[src/rtl/lcdv_pkg.sv]
package lcdv_pkg;
    localparam int HT_W  = 11;
    localparam int LN_W  = 10;
    localparam int WID_W = 3;
    localparam int OFS_W = 10;
    localparam int POS_W = HT_W + LN_W + 2;

    typedef struct packed {
        logic [HT_W-1:0]  ht;
        logic [LN_W-1:0]  vt;
        logic [LN_W-1:0]  disp_cnt;
        logic [LN_W-1:0]  disp_start;
        logic [LN_W-1:0]  sync_line;
        logic [WID_W-1:0] sync_wid;
        logic             sync_pol;
        logic [OFS_W-1:0] start_ofs;
        logic [OFS_W-1:0] stop_ofs;
    } vcfg_t;

    typedef enum logic [1:0] {
        ST_LOAD = 2'd0,
        ST_OFF  = 2'd1,
        ST_ON   = 2'd2
    } vst_e;
endpackage

[src/rtl/lcdv_counter.sv]
module lcdv_counter
    import lcdv_pkg::*;
#(
    parameter int HW = HT_W,
    parameter int LW = LN_W
) (
    input  logic          clk,
    input  logic          rst_n,
    input  logic          run,
    input  logic [HW-1:0] ht,
    input  logic [LW-1:0] vt,
    output logic [HW-1:0] pix_q,
    output logic [LW-1:0] line_q,
    output logic [HW-1:0] pix_n,
    output logic [LW-1:0] line_n,
    output logic          frame_wrap
);
    logic end_pix;
    logic end_line;

    always_comb begin
        end_pix    = (pix_q == ht - HW'(1));
        end_line   = (line_q == vt - LW'(1));
        frame_wrap = run && end_pix && end_line;
        pix_n      = pix_q;
        line_n     = line_q;
        if (run) begin
            if (end_pix) begin
                pix_n  = '0;
                line_n = end_line ? '0 : line_q + LW'(1);
            end else begin
                pix_n = pix_q + HW'(1);
            end
        end
    end

    always_ff @(posedge clk or negedge rst_n) begin
        if (!rst_n) begin
            pix_q  <= '0;
            line_q <= '0;
        end else begin
            pix_q  <= pix_n;
            line_q <= line_n;
        end
    end
endmodule

[src/rtl/lcdv_window.sv]
module lcdv_window
    import lcdv_pkg::*;
#(
    parameter int LW = LN_W
) (
    input  logic          clk,
    input  logic          rst_n,
    input  logic [LW-1:0] line_n,
    input  logic [LW-1:0] disp_start,
    input  logic [LW-1:0] disp_cnt,
    output logic          de_q
);
    localparam int EW = LW + 1;
    logic [EW-1:0] lo_e;
    logic [EW-1:0] hi_e;
    logic [EW-1:0] ln_e;
    logic          de_d;

    always_comb begin
        ln_e = EW'(line_n);
        lo_e = EW'(disp_start);
        hi_e = EW'(disp_start) + EW'(disp_cnt) + EW'(1);
        de_d = (ln_e >= lo_e) && (ln_e < hi_e);
    end

    always_ff @(posedge clk or negedge rst_n) begin
        if (!rst_n) de_q <= 1'b0;
        else        de_q <= de_d;
    end
endmodule

[src/rtl/lcdv_sync_fsm.sv]
module lcdv_sync_fsm
    import lcdv_pkg::*;
#(
    parameter int HW = HT_W,
    parameter int LW = LN_W,
    parameter int WW = WID_W,
    parameter int OW = OFS_W,
    parameter int PW = POS_W
) (
    input  logic          clk,
    input  logic          rst_n,
    input  logic [HW-1:0] pix_n,
    input  logic [LW-1:0] line_n,
    input  logic [HW-1:0] ht_nx,
    input  logic [LW-1:0] sync_line_nx,
    input  logic [WW-1:0] sync_wid_nx,
    input  logic [OW-1:0] start_ofs_nx,
    input  logic [OW-1:0] stop_ofs_nx,
    input  logic          pol_q,
    output vst_e          st_q,
    output logic          run,
    output logic          fsync
);
    logic [PW-1:0] pos_n;
    logic [PW-1:0] start_p;
    logic [PW-1:0] stop_p;
    logic          in_pulse;
    vst_e          st_d;

    // Window test on the position the counters take at this edge
    always_comb begin
        pos_n    = PW'(line_n) * PW'(ht_nx) + PW'(pix_n);
        start_p  = PW'(sync_line_nx) * PW'(ht_nx) + PW'(start_ofs_nx);
        stop_p   = (PW'(sync_line_nx) + PW'(sync_wid_nx) + PW'(1)) * PW'(ht_nx)
                   + PW'(stop_ofs_nx);
        in_pulse = (pos_n >= start_p) && (pos_n < stop_p);
    end

    always_comb begin
        st_d = st_q;
        unique case (st_q)
            ST_LOAD: st_d = in_pulse ? ST_ON : ST_OFF;
            ST_OFF:  if (in_pulse)  st_d = ST_ON;
            ST_ON:   if (!in_pulse) st_d = ST_OFF;
            default: st_d = ST_LOAD;
        endcase
    end

    always_ff @(posedge clk or negedge rst_n) begin
        if (!rst_n) st_q <= ST_LOAD;
        else        st_q <= st_d;
    end

    always_comb begin
        run   = (st_q != ST_LOAD);
        fsync = (st_q == ST_ON) ? pol_q : ~pol_q;
    end
endmodule

[src/rtl/lcd_vtiming_gen.sv]
module lcd_vtiming_gen
    import lcdv_pkg::*;
(
    input  logic             clk,
    input  logic             rst_n,
    input  logic [HT_W-1:0]  cfg_ht,
    input  logic [LN_W-1:0]  cfg_vt,
    input  logic [LN_W-1:0]  cfg_disp_cnt,
    input  logic [LN_W-1:0]  cfg_disp_start,
    input  logic [LN_W-1:0]  cfg_sync_line,
    input  logic [WID_W-1:0] cfg_sync_wid,
    input  logic             cfg_sync_pol,
    input  logic [OFS_W-1:0] cfg_start_ofs,
    input  logic [OFS_W-1:0] cfg_stop_ofs,
    output logic [HT_W-1:0]  pix_o,
    output logic [LN_W-1:0]  line_o,
    output logic             de_o,
    output logic             fsync_o
);
    vcfg_t           cfg_in;
    vcfg_t           cfg_nx;
    vcfg_t           shadow_q;
    vst_e            st_q;
    logic            run;
    logic            frame_wrap;
    logic [HT_W-1:0] pix_n;
    logic [LN_W-1:0] line_n;

    always_comb begin
        cfg_in.ht         = cfg_ht;
        cfg_in.vt         = cfg_vt;
        cfg_in.disp_cnt   = cfg_disp_cnt;
        cfg_in.disp_start = cfg_disp_start;
        cfg_in.sync_line  = cfg_sync_line;
        cfg_in.sync_wid   = cfg_sync_wid;
        cfg_in.sync_pol   = cfg_sync_pol;
        cfg_in.start_ofs  = cfg_start_ofs;
        cfg_in.stop_ofs   = cfg_stop_ofs;
        // new settings only on the load cycle or the frame boundary
        cfg_nx = (!run || frame_wrap) ? cfg_in : shadow_q;
    end

    always_ff @(posedge clk or negedge rst_n) begin
        if (!rst_n) shadow_q <= '0;
        else        shadow_q <= cfg_nx;
    end

    lcdv_counter u_cnt (
        .clk        (clk),
        .rst_n      (rst_n),
        .run        (run),
        .ht         (shadow_q.ht),
        .vt         (shadow_q.vt),
        .pix_q      (pix_o),
        .line_q     (line_o),
        .pix_n      (pix_n),
        .line_n     (line_n),
        .frame_wrap (frame_wrap)
    );

    lcdv_window u_win (
        .clk        (clk),
        .rst_n      (rst_n),
        .line_n     (line_n),
        .disp_start (cfg_nx.disp_start),
        .disp_cnt   (cfg_nx.disp_cnt),
        .de_q       (de_o)
    );

    lcdv_sync_fsm u_sync (
        .clk          (clk),
        .rst_n        (rst_n),
        .pix_n        (pix_n),
        .line_n       (line_n),
        .ht_nx        (cfg_nx.ht),
        .sync_line_nx (cfg_nx.sync_line),
        .sync_wid_nx  (cfg_nx.sync_wid),
        .start_ofs_nx (cfg_nx.start_ofs),
        .stop_ofs_nx  (cfg_nx.stop_ofs),
        .pol_q        (shadow_q.sync_pol),
        .st_q         (st_q),
        .run          (run),
        .fsync        (fsync_o)
    );
endmodule

[config.mk]
export PLATFORM = sky130hd
export DESIGN_NAME = lcd_vtiming_gen
export DESIGN_NICKNAME = d
export VERILOG_FILES = /design/src/rtl/lcdv_pkg.sv /design/src/rtl/lcdv_counter.sv /design/src/rtl/lcdv_window.sv /design/src/rtl/lcdv_sync_fsm.sv /design/src/rtl/lcd_vtiming_gen.sv
export SDC_FILE = /design/constraint.sdc
export NUM_CORES = 1
export LEC_CHECK = 0
export ABC_AREA = 1
export BUFFER_PORTS_ARGS = -buffer_cell sky130_fd_sc_hd__buf_4
export CAP_MARGIN = 10
export CORE_UTILIZATION = 35
export DETAILED_ROUTE_END_ITERATION = 16
export PLACE_DENSITY = 0.54
export SYNTH_ARGS = -nofsm -noshare
export SYNTH_HDL_FRONTEND = slang
export SYNTH_SLANG_ARGS = --single-unit
[constraint.sdc]
create_clock -name clk -period 25.5 [get_ports clk]
set_input_delay 5.1 -clock clk [delete_from_list [all_inputs] [get_ports clk]]
set_output_delay 5.1 -clock clk [all_outputs]
set_load 0.03 [all_outputs]
==> results of run 1 <==
layer usage:
metal	routed length (um)	GRT usage (%)	vias to the layer above
met1	25200	27.9	7802
met2	26600	35.1	474
li1	-	-	7613
met3	4030	4.23	78
met4	2060	7.68	0
met5	0	0	-
cells in the final DEF (no fill, tap or decap), drive strengths merged, types with 15 or more instances in the layout:
cell type,netlist,routed
xor2,46,46
ha,268,268
nand2,534,534
xnor2,35,35
o21ai,94,94
nor3,15,15
fa,264,264
a21oi,104,104
nand3,79,79
buf,33,122
nor2,225,225
or2,31,31
inv,510,514
dfrtp,99,99
critical path, delay by kind of cell:
kind	cells	cell delay, ps
and+or+nand+nor	16	1560
buffers and inverters	7	790
xor gates and xnor gates	1	160
adders and majority gates	8	3620
AOI/OAI and AO/OA	11	2100
through the flow:
| step | utilization (%) | hold WS (ps) | total power, W | worst slack, ps | cell area, um2 |
|---|---|---|---|---|---|
| floorplan | - | 448 | 0.00148 | 13050 | 19400 |
| global placement | 38.6 | 473 | 0.00187 | 12280 | 21000 |
| detailed placement | 38.6 | 476 | 0.00190 | 12050 | 21000 |
| CTS | 39.2 | 495 | 0.00207 | 12440 | 21300 |
| global route | 39.2 | 528 | 0.00231 | 11580 | 21300 |
| finish | 39.2 | 501 | 0.00206 | 12410 | 21300 |
registers in the layout (all words and copies together) (netlist names):
signal        count
u_win.de_q        1
u_cnt.line_q     10
shadow_q         75
u_sync.st_q       2
u_cnt.pix_q      11
worst paths after layout:
check | startpoint | endpoint | slack (ps) | cells after the start
setup / recovery | cfg_sync_line[1] | u_sync.st_q[1] | 12410 | 43
hold / removal | shadow_q[48] | shadow_q[48] | 500 | 2
setup reg to reg | shadow_q[64] | u_sync.st_q[1] | 14660 | 56
hold reg to reg | shadow_q[48] | shadow_q[48] | 500 | 2
max in group asynchronous | rst_n | shadow_q[24] | 19560 | 2
min in group asynchronous | rst_n | shadow_q[48] | 4710 | 1
cell type report:
| type | instances | area (um2) |
|---|---|---|
| Tap cell | 696 | 871 |
| Fill cell | 5600 | 33000 |
| Clock buffer | 9 | 225 |
| Clock inverter | 7 | 76.3 |
| Multi-Input combinational cell | 1774 | 14800 |
| Sequential cell | 99 | 2480 |
| Timing Repair Buffer | 122 | 916 |
| Inverter | 513 | 1930 |
power by group through the flow:
stage          clock network [W]  logic (W)  registers [W]
2_1_floorplan                  0    0.00129       0.000193
3_3_place_gp                   0    0.00169       0.000186
3_5_place_dp                   0    0.00172       0.000186
4_1_cts                 0.000151    0.00173       0.000183
5_1_grt                 0.000154    0.00197       0.000185
6_report                0.000148    0.00173       0.000183
cell families (layout without fill, tap and decap cells):
kind of cell,Yosys count,after routing,synth area share (%)
simple gates,911,911,20.7
fa+ha+maj,532,532,44.5
other cells,2,11,0.0387
flops,99,99,12.8
buf+inv,569,651,11.4
compound gates,239,239,6.87
xor+xnor,81,81,3.66
==> results_dict.tcl, run 1 <==
set metrics [dict create \
    grt_pass1_wl_mm 91.9 \
    dieHeight_um 237 \
    post_cts_resized 0 \
    syn_to_final_growth_pct 9.58 \
    slew_viol_final 0 \
    critPathRequiredTime_ps 25780 \
    grt-ovfl-total 0 \
    finClkSkew_ps 12.4 \
    cp_max_fo 11 \
    synth_warnings 0 \
    hold_path.class "register to register" \
    cp_common_cell "nand2_1" \
    wire_per_inst_um 18.0 \
    synth_most_common_cell "nand2_1" \
    intPower_w 0.000921 \
    cts_tree "done" \
    core.rowCount 85 \
    yosysTopAreaCellShare_pct 27.2 \
    clock_latency_ps 390 \
    worstMarginPinSlew_ps 1210 \
    ir_drop_uv 121 \
    start_kind "input port" \
    drtIter0Drc 964 \
    numCtsBuffers 9 \
    start_util_pct 35.8 \
    synth-async-reset-ratio_pct 100 \
    drv_cap 0 \
    cp_data_arrival_time_ps 13370 \
    first_global_vias 16400 \
    coreArea_um2 54200 \
    drcViolationCount 0 \
    via_count 16000 \
    die_w_um 237 \
    critPathSlowestCell "fa_1" \
    grtUsageTotal_pct 21.4 \
    synth-seq-cells 99 \
    synth-main-ff-cell "dfrtp_1" \
    powerDensity_nw_per_um2 96.9 \
    wl_mm 57.8 \
    die-area_um2 56400 \
    dp.cells 3204 \
    clock-root-buffer "clkbuf_16" \
    seqPwrFrac_pct 8.9 \
    cts_setup_buffers 0 \
    comb_power_share_pct 83.9 \
    synthCells 2433 \
    max_freq_mhz 76.4 \
    crit_type "input port to register" \
    vias_per_cell 4.96 \
    status "complete, no violations" \
    power_frac_clock_pct 7.2 \
    p_sw_w 0.00114 \
    diodes 0 \
    end_kind "register" \
    hpwl_mm 47.4 \
    synth_edf_count 0 \
    path_clk_slew_ps 90 \
    first_pass_iters 6 \
    htreeDepth 3 \
    setup_tns_ps 0 \
    antenna_left 0 \
    yosysTopAreaCell "fa_1" \
    finalHoldViolations 0 \
    instances_no_fill 3220 \
    yosys.cell_types.count 52 \
    hold_buffers 0 \
    grt_max_degree 55 \
    min_period_ps 13090 \
    finalCritPeriodShare_pct 51.3 \
    clk_path_buf_depth 2 \
    ioPinCount 100 \
    antenna_found_initial 1 \
    rsz0062_at_grt "no" \
    setup_viol 0 \
    gp_congestion 0.948 \
    slowest_delay_ps 550 \
    p_leak_nw 11.6 \
    synthTopCellsByArea "fa_1 27%, ha_1 17%, dfrtp_1 13%" \
    syn_area_um2 19400 \
    swShare_pct 55.3 \
    port_buffers 99 \
    drive_above_1_share_pct 11.0 \
    num-nets-final 3128 \
    yosysSeqAreaShare_pct 12.8 \
    synthTopCellsByCount "498 x nand2_1, 478 x inv_1, 268 x ha_1" \
    cts_sinks 99 \
    synth_area_per_cell_um2 7.97 \
    max_slew_margin_pct 19.2 \
]
Power figures use the tool's default switching activity.
==> run 2: changes to the inputs <==
ABC_AREA = 0   (was 1)
PLACE_DENSITY = 0.55   (was 0.54)
clock period = 12.75 ns   (was 25.5 ns; I/O delays follow)
==> results_dict.tcl, run 2 <==
set metrics [dict create \
    grtUsageTotal_pct 20.6 \
    clk_path_buf_depth 2 \
    max_freq_mhz 84.9 \
    synth-seq-cells 99 \
    path_clk_slew_ps 90 \
    syn_to_final_growth_pct 10.1 \
    antenna_found_initial 1 \
    drv_cap 0 \
    wl_mm 55.5 \
    hold_path.class "register to register" \
    place_area_um2 21000 \
    yosysTopAreaCellShare_pct 27.4 \
    dieHeight_um 237 \
    syn_area_um2 19300 \
    start_util_pct 35.7 \
    worstMarginPinSlew_ps 1060 \
    grt-ovfl-total 0 \
    finalCritPeriodShare_pct 92.3 \
    end_kind "register" \
    dpl_worst_slack_ps 904 \
    clock_latency_ps 380 \
    slew_viol_final 0 \
    wire_per_inst_um 18.7 \
    htreeDepth 3 \
    synth_edf_count 0 \
    ioPinCount 100 \
    seq_area_um2 2480 \
    grt_pass1_wl_mm 88.0 \
    worst_slack_ps 978 \
    drive_above_1_share_pct 9.53 \
    die-area_um2 56100 \
    num-nets-final 2870 \
    grt_max_degree 63 \
    synthCells 2170 \
    largest_register_ff_count 75 \
    synthTopCellsByArea "fa_1 27%, ha_1 17%, dfrtp_1 13%" \
    gp_congestion 0.911 \
    diodes 0 \
    crit_type "register to register" \
    final_common_cell "inv_1" \
    cts_tree "done" \
    cp_max_fo 14 \
    max_slew_margin_pct 29.0 \
    first_global_vias 15500 \
    synth_area_per_cell_um2 8.90 \
    yosysSeqAreaShare_pct 12.8 \
    start_kind "register" \
    coreArea_um2 54100 \
    status "complete, no violations" \
    min_period_ps 11770 \
    largest-register "shadow_q" \
    critPathRequiredTime_ps 13060 \
    yosys.cell_types.count 80 \
    synth-async-reset-ratio_pct 100 \
    cts_sinks 99 \
    critPathSlowestCell "fa_1" \
    r2r-start "shadow_q[64]" \
    core.rowCount 85 \
    synth_most_common_cell "inv_1" \
    finClkSkew_ps 12.4 \
    drcViolationCount 0 \
    nFillCells 5432 \
    first_pass_iters 5 \
    synthTopCellsByCount "395 x inv_1, 268 x ha_1, 264 x fa_1" \
    drtIter0Drc 1008 \
    setup_tns_ps 0 \
    clock-root-buffer "clkbuf_16" \
    antenna_left 0 \
    final_cell_mix "395 x inv_1, 268 x ha_1, 264 x fa_1, 234 x nand2_1, 187 x nor2_1" \
    synth_warnings 0 \
    hp-start "shadow_q[47]" \
    vias_per_cell 5.12 \
    numCtsBuffers 9 \
    synth-main-ff-cell "dfrtp_1" \
    cp_common_cell "inv_1" \
    yosysTopAreaCell "fa_1" \
    rsz0062_at_grt "no" \
    final_core_util_pct 39.3 \
    via_count 15200 \
    die_w_um 237 \
    port_buffers 99 \
    reg_top3 "shadow_q (75), u_cnt.pix_q (11), u_cnt.line_q (10)" \
    slowest_delay_ps 540 \
    hold_buffers 0 \
    finalHoldViolations 0 \
    crit_start "shadow_q[64]" \
    cp_data_arrival_time_ps 12080 \
    multi_input_area_um2 15100 \
    finalInstanceArea_um2 21300 \
    setup_viol 0 \
    hpwl_mm 45.4 \
]
[run 2: kinds of logic after synthesis]
logic type / count (synthesis) / synth area share, %
flops: 99 / 12.8
compound gates: 261 / 8.99
simple gates: 618 / 14.7
other cells: 2 / 0.0389
buf+inv: 469 / 9.39
xor+xnor: 114 / 5.21
fa+ha+maj: 532 / 44.7
mux: 75 / 4.15
[run 2: final cells by class]
type | count | area share [%]
Tap cell | 696 | 4.09
Sequential cell | 99 | 11.6
Inverter | 400 | 7.06
Multi-Input combinational cell | 1611 | 70.8
Clock buffer | 9 | 1.06
Clock inverter | 7 | 0.376
Timing Repair Buffer | 140 | 4.94
[run 2: worst paths after layout]
path                              endpoint  slack (ps)  depth (start not counted)
max in group asynchronous  u_cnt.line_q[4]        9330                          2
max                         u_sync.st_q[0]         980                         48
min reg2reg                   shadow_q[47]         500                          1
min                           shadow_q[47]         500                          1
min in group asynchronous     shadow_q[12]        2160                          1
max reg2reg                 u_sync.st_q[0]         980                         48
[run 2: metal layers]
layer | GRT usage [%] | share of wire, %
met1 | 28.5 | 45
met2 | 33.0 | 45
met3 | 3.39 | 7.0
met4 | 5.73 | 2.3
met5 | 0 | 0
[run 2: worst max-delay path, delay by kind of cell, from the launching register on]
| kind | cells | cell delay, ps |
|---|---|---|
| buffers and inverters | 7 | 630 |
| xor gates and xnor gates | 3 | 360 |
| muxes | 2 | 330 |
| DFF | 1 | 410 |
| AOI/OAI and AO/OA | 15 | 3000 |
| adders and majority gates | 10 | 4160 |
| and+or+nand+nor | 11 | 2790 |
[run 2: per-stage QoR]
step / cells / hold WS (ps)
finish: 2962 / 503
global route: 2962 / 521
CTS: 2962 / 507
detailed placement: 2946 / 488
global placement: 2946 / 481
floorplan: 2179 / 456
[run 2: repair_timing]
item / 4_1_cts / 5_1_grt
setup buffers: 0 / 0
endpoints found under the setup margin: 0 / 1
gates resized for setup: 0 / 1
Power of run 2 is not shown: default switching activity piles up to over one toggle a cycle in this logic, so the estimate is an artifact.
==> run 3: changes to the inputs <==
PLACE_DENSITY = 0.54   (was 0.55)
SYNTH_HIERARCHICAL = 1   (was unset)
==> results_dict.tcl, run 3 <==
set metrics [dict create \
    dpl_worst_slack_ps 1190 \
    synth-async-reset-ratio_pct 100 \
    wl_mm 47.8 \
    synthTopCellsByCount "400 x inv_1, 269 x ha_1, 256 x fa_1" \
    synth-compound-area-share_pct 9.04 \
    die_w_um 238 \
    drcViolationCount 0 \
    yosys.cell_types.count 83 \
    setup_tns_ps 0 \
    synth_nets 2738 \
    cts_sinks 99 \
    synthCells 2136 \
    first_pass_iters 5 \
    vias_per_cell 4.90 \
    hpwl_mm 37.3 \
    clock_latency_ps 400 \
    synth_area_per_cell_um2 9.16 \
    cts_tree "done" \
    antenna_left 0 \
    cp_max_fo 18 \
    first_global_vias 15700 \
    wire_per_inst_um 16.3 \
    yosysTopAreaCellShare_pct 26.2 \
    reg_top3 "shadow_q (75), u_cnt/pix_q (11), u_cnt/line_q (10)" \
    grt-ovfl-total 0 \
    clock-root-buffer "clkbuf_16" \
    synthTopCellsByArea "fa_1 26%, ha_1 17%, dfrtp_1 13%" \
    max_freq_mhz 85.3 \
    drv_cap 0 \
    htreeDepth 3 \
    finalCritPeriodShare_pct 91.9 \
    post_cts_resized 0 \
    start_util_pct 35.5 \
    yosysTopAreaCell "fa_1" \
    grt_max_degree 60 \
    status "complete, no violations" \
    coreArea_um2 55200 \
    core.rowCount 86 \
    synth_xor_area_share_pct 4.07 \
    syn_area_um2 19600 \
    synth_most_common_cell "inv_1" \
    critPathRequiredTime_ps 13050 \
    synth_warnings 6 \
    critPathSlowestCell "xnor2_1" \
    synth-seq-cells 99 \
    grt_pass1_wl_mm 80.8 \
    setup_viol 0 \
    path_clk_slew_ps 100 \
    end_kind "register" \
    clk_path_buf_depth 2 \
    worstMarginPinSlew_ps 1070 \
    cp_common_cell "fa_1" \
    largest_register_ff_count 75 \
    crit_type "register to register" \
    start_kind "register" \
    port_buffers 99 \
    grtUsageTotal_pct 17.8 \
    finalHoldViolations 0 \
    rsz0062_at_grt "no" \
    nFillCells 5567 \
    via_count 14400 \
    hold_path.class "register to register" \
    drive_above_1_share_pct 10.9 \
    synth-main-ff-cell "dfrtp_1" \
    cp_data_arrival_time_ps 12020 \
    ioPinCount 100 \
    slew_viol_final 0 \
    final_cell_mix "400 x inv_1, 269 x ha_1, 256 x fa_1, 253 x nand2_1, 128 x and2_1" \
    dieHeight_um 238 \
    min_period_ps 11720 \
    synth_edf_count 0 \
    largest-register "shadow_q" \
    yosysSeqAreaShare_pct 12.7 \
    slowest_delay_ps 850 \
    synth_fa_ha_area_share_pct 43.4 \
    max_slew_margin_pct 27.8 \
    die-area_um2 56900 \
    cts_setup_buffers 0 \
    yosys.area_share.simple_pct 15.6 \
    syn_to_final_growth_pct 8.63 \
    gp_congestion 0.868 \
    hold_buffers 0 \
    final_common_cell "inv_1" \
    synth.area.mux_share_pct 5.48 \
    antenna_found_initial 1 \
    numCtsBuffers 9 \
    synth_top_family_by_area "adder cells" \
    worst_slack_ps 1030 \
    finClkSkew_ps 27.1 \
    num-nets-final 2783 \
    drtIter0Drc 646 \
]
-- run 3: cell count changes in the layout (fill, tap and decap cells not counted), sizes merged, moves of 24 or more --
| cell | before | now |
|---|---|---|
| and2 | 18 | 128 |
| buf | 140 | 114 |
| mux2 | 29 | 76 |
| mux2i | 46 | 3 |
| nor2 | 187 | 57 |
| xnor2 | 76 | 52 |
-- run 3: metrics by stage --
step | hold WS, ps | util (%) | area, um2 | instances
after floorplan | 467 | - | 19600 | 2136
after global placement | 479 | 38.0 | 20900 | 2918
after detailed placement | 483 | 38.0 | 20900 | 2918
after CTS | 503 | 38.5 | 21300 | 2934
after global routing | 521 | 38.5 | 21300 | 2934
final | 499 | 38.5 | 21300 | 2936
-- run 3: metal layers --
layer / GRT usage, % / up-vias / routed length (um)
li1: - / 6907 / -
met4: 4.66 / 0 / 848
met1: 23.6 / 7183 / 22100
met3: 2.09 / 30 / 1620
met2: 30.6 / 257 / 23200
met5: 0 / - / 0
-- run 3: path summary, 6_finish.rpt --
check	from	end	slack, ps	cells past startpoint
max in group asynchronous	rst_n	shadow_q[29]	9280	2
max	shadow_q[54]	u_sync/st_q[0]	1030	39
max reg2reg	shadow_q[54]	u_sync/st_q[0]	1030	39
min	shadow_q[7]	shadow_q[7]	500	1
min reg2reg	shadow_q[7]	shadow_q[7]	500	1
min in group asynchronous	rst_n	shadow_q[19]	2130	1
-- run 3: critical path, delay by kind of cell (launching register included) --
family          cells  cell delay (ps)
fa+ha+maj           9             3890
simple gates       10             2510
compound gates     11             2500
xor+xnor            2             1020
buf+inv             6              820
flops               1              430
mux                 1              420
-- run 3: kinds of logic (layout without fill, tap and decap cells) --
family,after synthesis,in the layout
and+or+nand+nor,606,606
adders and majority gates,525,525
buffers and inverters,480,530
AOI/OAI and AO/OA,257,257
DFF,99,99
xor gates and xnor gates,90,90
muxes,79,79
other,0,2
-- run 3: area by class of cell --
cell class / instances / area [um2] / share of cell area (%)
multi-input cells: 1557 / 15200 / 71.4
inverters: 400 / 1500 / 7.06
diodes: 2 / 5.00 / 0.0235
clock buffers: 9 / 225 / 1.06
well taps: 748 / 936 / 4.40
repair buffers: 114 / 856 / 4.02
clock inverters: 7 / 83.8 / 0.394
flip-flops and latches: 99 / 2480 / 11.7
Power of run 3 is left out for the same reason.
